### config.mk
export PLATFORM = sky130hd
export DESIGN_NAME = vid_level_ins
export DESIGN_NICKNAME = d
export VERILOG_FILES = /design/src/rtl/vlm_pkg.sv /design/src/rtl/vlm_level_sel.sv /design/src/rtl/vlm_chan_reg.sv /design/src/rtl/vid_level_ins.sv
export SDC_FILE = /design/constraint.sdc
export NUM_CORES = 1
export LEC_CHECK = 0
export CORE_MARGIN = 5
export CORE_UTILIZATION = 56
export CTS_BUF_LIST = sky130_fd_sc_hd__clkbuf_16
export DETAILED_ROUTE_END_ITERATION = 16
export DONT_BUFFER_PORTS = 1
export GPL_ROUTABILITY_DRIVEN = 0
export PLACE_DENSITY = 0.71
export SYNTH_ARGS = -nofsm -noshare
export SYNTH_HDL_FRONTEND = slang
export SYNTH_SLANG_ARGS = --single-unit
### constraint.sdc
create_clock -name clk -period 2.1 [get_ports clk]
set_input_delay 0.21 -clock clk [delete_from_list [all_inputs] [get_ports clk]]
set_output_delay 0.21 -clock clk [all_outputs]
set_load 0.01 [all_outputs]
### src/rtl/vlm_pkg.sv
package vlm_pkg;
  typedef enum logic [1:0] {
    LVL_ACTIVE = 2'd0,
    LVL_BLANK  = 2'd1,
    LVL_TIP    = 2'd2,
    LVL_HIGH   = 2'd3
  } lvl_e;
endpackage

### src/rtl/vlm_level_sel.sv
// Per-channel priority decode: sync > tri-level > blank > active.
module vlm_level_sel
  import vlm_pkg::*;
(
  input  logic sync_n,
  input  logic tri_hi,
  input  logic blank_n,
  input  logic carries_sync,
  output lvl_e lvl
);
  always_comb begin
    if (!sync_n) begin
      if (carries_sync) lvl = tri_hi ? LVL_HIGH : LVL_TIP;
      else              lvl = LVL_BLANK;
    end else if (!blank_n) begin
      lvl = LVL_BLANK;
    end else begin
      lvl = LVL_ACTIVE;
    end
  end
endmodule

### src/rtl/vlm_chan_reg.sv
// Output register for one channel: maps a level to a code and holds it.
module vlm_chan_reg
  import vlm_pkg::*;
#(
  parameter int DATA_W     = 10,
  parameter int TIP_CODE   = 0,
  parameter int HIGH_CODE  = 128,
  parameter int RESET_CODE = 64
) (
  input  logic              clk,
  input  logic              rst,
  input  lvl_e              lvl_in,
  input  logic [DATA_W-1:0] din,
  input  logic [DATA_W-1:0] blank_code,
  output logic [DATA_W-1:0] code_q,
  output lvl_e              lvl_q
);
  localparam logic [DATA_W-1:0] TIP_C   = DATA_W'(TIP_CODE);
  localparam logic [DATA_W-1:0] HIGH_C  = DATA_W'(HIGH_CODE);
  localparam logic [DATA_W-1:0] RESET_C = DATA_W'(RESET_CODE);

  always_ff @(posedge clk) begin
    if (rst) begin
      code_q <= RESET_C;
      lvl_q  <= LVL_BLANK;
    end else begin
      lvl_q <= lvl_in;
      unique case (lvl_in)
        LVL_ACTIVE: code_q <= din;
        LVL_BLANK:  code_q <= blank_code;
        LVL_TIP:    code_q <= TIP_C;
        default:    code_q <= HIGH_C;
      endcase
    end
  end
endmodule

### src/rtl/vid_level_ins.sv
module vid_level_ins
  import vlm_pkg::*;
#(
  parameter int DATA_W       = 10,
  parameter int LUMA_BLANK   = 64,
  parameter int CHROMA_BLANK = 512,
  parameter int SYNC_TIP     = 0,
  parameter int SYNC_HIGH    = 128
) (
  input  logic              clk,
  input  logic              rst,
  input  logic [DATA_W-1:0] din_y,
  input  logic [DATA_W-1:0] din_b,
  input  logic [DATA_W-1:0] din_r,
  input  logic              sync_n,
  input  logic              tri_hi,
  input  logic              blank_n,
  input  logic              sync_all,
  input  logic              ypbpr,
  output logic [DATA_W-1:0] code_y,
  output logic [DATA_W-1:0] code_b,
  output logic [DATA_W-1:0] code_r,
  output logic [1:0]        lvl_y,
  output logic [1:0]        lvl_b,
  output logic [1:0]        lvl_r
);
  localparam int NCH = 3;
  localparam logic [DATA_W-1:0] LUMA_C   = DATA_W'(LUMA_BLANK);
  localparam logic [DATA_W-1:0] CHROMA_C = DATA_W'(CHROMA_BLANK);

  logic [DATA_W-1:0] din_a  [NCH];
  logic [DATA_W-1:0] code_a [NCH];
  lvl_e              lvl_a  [NCH];

  assign din_a[0] = din_y;
  assign din_a[1] = din_b;
  assign din_a[2] = din_r;

  for (genvar ch = 0; ch < NCH; ch++) begin : g_ch
    logic              carries;
    logic [DATA_W-1:0] blank_c;
    lvl_e              lvl_d;

    if (ch == 0) begin : g_luma
      assign carries = 1'b1;
      assign blank_c = LUMA_C;
    end else begin : g_chroma
      assign carries = sync_all;
      assign blank_c = ypbpr ? CHROMA_C : LUMA_C;
    end

    vlm_level_sel u_sel (
      .sync_n       (sync_n),
      .tri_hi       (tri_hi),
      .blank_n      (blank_n),
      .carries_sync (carries),
      .lvl          (lvl_d)
    );

    vlm_chan_reg #(
      .DATA_W     (DATA_W),
      .TIP_CODE   (SYNC_TIP),
      .HIGH_CODE  (SYNC_HIGH),
      .RESET_CODE (LUMA_BLANK)
    ) u_reg (
      .clk        (clk),
      .rst        (rst),
      .lvl_in     (lvl_d),
      .din        (din_a[ch]),
      .blank_code (blank_c),
      .code_q     (code_a[ch]),
      .lvl_q      (lvl_a[ch])
    );
  end

  assign code_y = code_a[0];
  assign code_b = code_a[1];
  assign code_r = code_a[2];
  assign lvl_y  = lvl_a[0];
  assign lvl_b  = lvl_a[1];
  assign lvl_r  = lvl_a[2];
endmodule

==> results of run 1 <==
-- critical path, delay by kind of cell --
| family | cells | cell delay, ps |
|---|---|---|
| fa+ha+maj | 1 | 330 |
| compound gates | 1 | 200 |
| simple gates | 3 | 670 |
-- cell usage after synthesis, drive strengths merged --
library cell  count
a21o              1
a21oi             6
a22oi             2
and2             22
buf               4
dfxtp            34
ha                3
inv               3
nand2             4
nand2b            4
nand3             1
nor2              3
nor2b             2
nor3              2
o21ai             2
o21bai            2
-- power groups by stage --
stage,Sequential [W],Combinational (W),Clock (W)
final,0.000704,0.0000521,0.000640
after global routing,0.000706,0.0000615,0.000688
after CTS,0.000705,0.0000525,0.000655
after detailed placement,0.000717,0.0000505,0
after global placement,0.000718,0.0000486,0
after floorplan,0.000712,0.0000511,0
-- metal layers --
metal	share of wire, %	vias to the layer above	track usage (%)
met3	15	5	11.1
met1	37	266	14.8
met5	0	-	0
li1	-	308	-
met2	46	45	21.4
met4	1.9	0	10.6
-- sequential cells by signal, summed over array words and instances (netlist names) --
name and flops:
g_ch.u_reg.code_q 30, g_ch.u_reg.lvl_q 4
-- repair_timing --
action / in CTS / in global routing
buffers inserted: 0 / 0
hold buffers: 1 / 0
gates resized for setup: 0 / 0
endpoints found under the hold margin: 1 / 0
-- through the flow --
| stage | hold slack, ps | utilization (%) | cell area (um2) | cells | setup slack [ps] |
|---|---|---|---|---|---|
| 2_1_floorplan | 282 | - | 1070 | 95 | 787 |
| 3_3_place_gp | 281 | 60.6 | 1070 | 116 | 714 |
| 3_5_place_dp | 283 | 60.6 | 1070 | 116 | 632 |
| 4_1_cts | 3.16 | 68.7 | 1210 | 124 | 887 |
| 5_1_grt | 2.64 | 68.7 | 1210 | 124 | 767 |
| 6_report | 7.28 | 68.7 | 1210 | 124 | 907 |
-- layout make-up --
| cell class | count | area [um2] | share of cell area (%) |
|---|---|---|---|
| well taps | 25 | 31.3 | 2.58 |
| repair buffers | 1 | 10.0 | 0.826 |
| multi-input cells | 54 | 345 | 28.5 |
| inverters | 3 | 11.3 | 0.930 |
| clock buffers | 5 | 125 | 10.3 |
| flip-flops and latches | 34 | 681 | 56.2 |
| clock inverters | 2 | 7.51 | 0.620 |
-- cells by family (layout without fill, tap and decap cells) --
kind of cell	after synthesis	count (layout)	share of synthesized area, %
DFF	34	34	63.7
AOI/OAI and AO/OA	13	13	7.61
and+or+nand+nor	38	38	21.2
buffers and inverters	7	11	3.98
adders and majority gates	3	3	3.51
-- path summary, 6_finish.rpt --
kind	startpoint	to	slack [ps]	depth (start not counted)
setup / recovery	sync_n	g_ch[2].u_reg.code_q[2]	910	5
hold / removal	rst	g_ch[1].u_reg.code_q[7]	7	1
==> flow_summary.json, run 1 <==
{
  "intPower_w": 0.00112,
  "drive_gt1_share_pct": 8.08,
  "max-vdd-ir-drop_uv": 965,
  "synth_cell_types": 21,
  "fmax_mhz": 838,
  "die_w_um": 53.7,
  "power_frac_seq_pct": 50.5,
  "hold_viol": 0,
  "firstDrtPassIters": 2,
  "grt_start_max_net_pins": 15,
  "startpoint_type": "input port",
  "io_pins": 73,
  "track_usage_pct": 14.9,
  "coreArea_um2": 1760,
  "hpwlAfterDp_um": 1450,
  "dieArea_um2": 2880,
  "cp_max_fo": 14,
  "syn_to_final_growth_pct": 13.3,
  "grt_overflow": 0,
  "max_slew_margin_pct": 82.9,
  "worstSetupPathType": "in -> reg",
  "core.rowCount": 15,
  "syn_nets": 135,
  "drtIter0Drc": 4,
  "leakage_nw": 0.519,
  "tightest_slew_ps": 256,
  "yosys_warnings": 0,
  "p_comb_share_pct": 3.7,
  "fillerInstances": 140,
  "io_buffers": 0,
  "yosys_register_bits": 34,
  "total_power_w": 0.00140,
  "routed-via-count": 624,
  "wl_um": 1910,
  "hold_path_class": "in -> reg",
  "clk_path_buf_depth": 2,
  "antenna_cells": 0,
  "final_common_cell": "dfxtp_1",
  "path_cells": "nand2b_1 > o21ai_2 > ha_1 > nor2b_4 > and2_1",
  "layout.nets": 139,
  "start_util_pct": 60.6,
  "fin_tns_setup_ps": 0,
  "clk_pin_slew_ps": 50,
  "die_height_um": 53.7,
  "antenna_found_initial": 0,
  "period_needed_ps": 1190,
  "rsz0062_at_grt": "false",
  "setup_violations": 0,
  "p_sw_share_pct": 19.5,
  "synth.area.top_cells": "dfxtp_1 64%, and2_1 13%, ha_1 3.5%, a21oi_1 2.8%, nand2b_1 2.3%",
  "fin_crit_sh_pct": 56.8,
  "drc": 0,
  "power.switching_w": 0.000272,
  "clock_sinks": 34,
  "synth_top_area_share_pct": 63.7,
  "worstPathRequired_ps": 2310,
  "post_drt_wl_per_cell_um": 15.4,
  "arrival_ps": 1400,
  "power_frac_clock_pct": 45.8,
  "avgViaCountPerCell": 5.03,
  "final_cell_mix": "34 x dfxtp_1, 22 x and2_1, 6 x a21oi_1",
  "slew_viol_final": 0,
  "avgSynthCellArea_um2": 11.2,
  "cts_tree": "built",
  "grt_pass1_wl_um": 2880,
  "critPathSlowestCell": "ha_1",
  "yosysTopAreaCell": "dfxtp_1",
  "outcome": "completed",
  "synth_cells": 95,
  "drtAntennaViolNets": 0,
  "synth_area_um2": 1070,
  "critical-path-max-stage-delay_ps": 330,
  "root_buffer": "clkbuf_16",
  "pwr_density_cell_nw_per_um2": 1150,
  "numCtsBuffers": 5,
  "max_cap_viol_count": 0,
  "htreeDepth": 2,
  "endpoint_kind": "flop",
  "grt_pass1_vias": 633,
  "ys_seq_area_share_pct": 63.7
}
Note: power is estimated with default switching activity, not from simulation.
==> run 2, diff against run 1 <==
Settings changed: CORE_UTILIZATION 56 to 52, PLACE_DENSITY 0.71 to 0.7.
Clock period 2.1 ns to 1 ns, I/O delays scaled along.
==> flow_summary.json, run 2 (synthesis results as in run 1) <==
{
  "grt_pass1_wl_um": 4210,
  "grt_overflow": 0,
  "clk_path_buf_depth": 2,
  "drive_gt1_share_pct": 12.0,
  "post_drt_wl_per_cell_um": 16.1,
  "fin_tns_setup_ps": 0,
  "routed-via-count": 758,
  "endpoint_kind": "flop",
  "period_needed_ps": 898,
  "wl_um": 2570,
  "top_regs": "g_ch.u_reg.code_q: 30 flops, g_ch.u_reg.lvl_q: 4 flops",
  "drtIter0Drc": 10,
  "dpl-instance-area_um2": 1130,
  "max-vdd-ir-drop_uv": 1590,
  "firstDrtPassIters": 4,
  "pwr_density_cell_nw_per_um2": 1970,
  "outcome": "completed",
  "slew_viol_final": 0,
  "root_buffer": "clkbuf_16",
  "io_buffers": 0,
  "grt_pass1_vias": 832,
  "hpwlAfterDp_um": 1540,
  "post-cts-setup-buffer-count": 0,
  "drtAntennaViolNets": 0,
  "drc": 0,
  "antenna_found_initial": 0,
  "htreeDepth": 2,
  "max_cap_viol_count": 0,
  "clk_pin_slew_ps": 50,
  "cp_max_fo": 12,
  "final_cell_mix": "34 x dfxtp_1, 30 x dlygate4sd3_1, 22 x and2_1",
  "hold_viol": 0,
  "fin_crit_sh_pct": 89.8,
  "grt_start_max_net_pins": 15,
  "syn_to_final_growth_pct": 46.7,
  "regMostFlops": "g_ch.u_reg.code_q",
  "rsz0062_at_grt": "false",
  "track_usage_pct": 17.9,
  "final_common_cell": "dfxtp_1",
  "fmax_mhz": 1110,
  "max_slew_margin_pct": 71.8,
  "seq_area_um2": 681,
  "cts_tree": "built",
  "hold_path_class": "in -> reg",
  "numCtsBuffers": 5,
  "multi_input_area_um2": 375,
  "avgViaCountPerCell": 4.74,
  "leakage_nw": 0.658,
  "clock_sinks": 34,
  "tightest_slew_ps": 422,
  "startpoint_type": "input port",
  "core.rowCount": 16,
  "holdWs_ps": 3.02,
  "worstSetupPathType": "in -> reg",
  "antenna_cells": 0,
  "final_area_um2": 1570,
  "io_pins": 73,
  "fillerInstances": 134,
  "dieArea_um2": 3060,
  "worstPathRequired_ps": 1150,
  "arrival_ps": 1050,
  "largest_reg_flops": 30,
  "die_w_um": 55.3,
  "layout.nets": 172,
  "setup_violations": 0,
  "start_util_pct": 54.5,
  "cts_resized": 0,
  "hold_buffers": 30,
  "coreArea_um2": 1960,
  "die_height_um": 55.3
}
run 2: layout make-up:
cell class	instances	share of cell area (%)
Clock buffer	5	7.98
Clock inverter	3	0.718
Inverter	3	0.718
Multi-Input combinational cell	54	23.9
Sequential cell	34	43.4
Tap cell	27	2.15
Timing Repair Buffer	34	21.1
run 2: worst paths after layout:
kind / cells after the start / startpoint / slack [ps] / end
hold / removal: 2 / din_y[7] / 3 / g_ch[0].u_reg.code_q[7]
setup / recovery: 3 / rst / 100 / g_ch[0].u_reg.lvl_q[0]
run 2: metrics by stage:
step	total power, W	instances	utilization, %	setup slack [ps]
after floorplan	0.00161	95	-	-87.1
after global placement	0.00163	122	57.7	-73.7
after detailed placement	0.00164	122	57.7	-120
after CTS	0.00311	160	79.9	119
after global routing	0.00323	160	79.9	51.2
final	0.00310	160	79.9	102
run 2: power breakdown:
group / internal, W / leakage (nW) / total [W] / switching [W]
Clock: 0.000893 / 0.0663 / 0.00138 / 0.000487
Sequential: 0.00142 / 0.279 / 0.00148 / 0.0000598
Combinational: 0.000150 / 0.313 / 0.000236 / 0.0000859
Total: 0.00246 / 0.658 / 0.00310 / 0.000632
run 2: critical path: stages:
cell           delay, ps
dlygate4sd3_1        700
a21oi_1              160
o21ai_0               90
run 2: per-layer routing:
metal / global-route usage, % / share of wire (%)
met5: 0 / 0
met2: 31.8 / 54
met4: 7.29 / 1.3
met1: 17.9 / 35
met3: 8.39 / 10
==> run 3, diff against run 2 <==
Settings changed: GPL_ROUTABILITY_DRIVEN 0 to default.
==> results of run 3 <==
The final DEF is identical to that of run 2; final timing and power are the same.
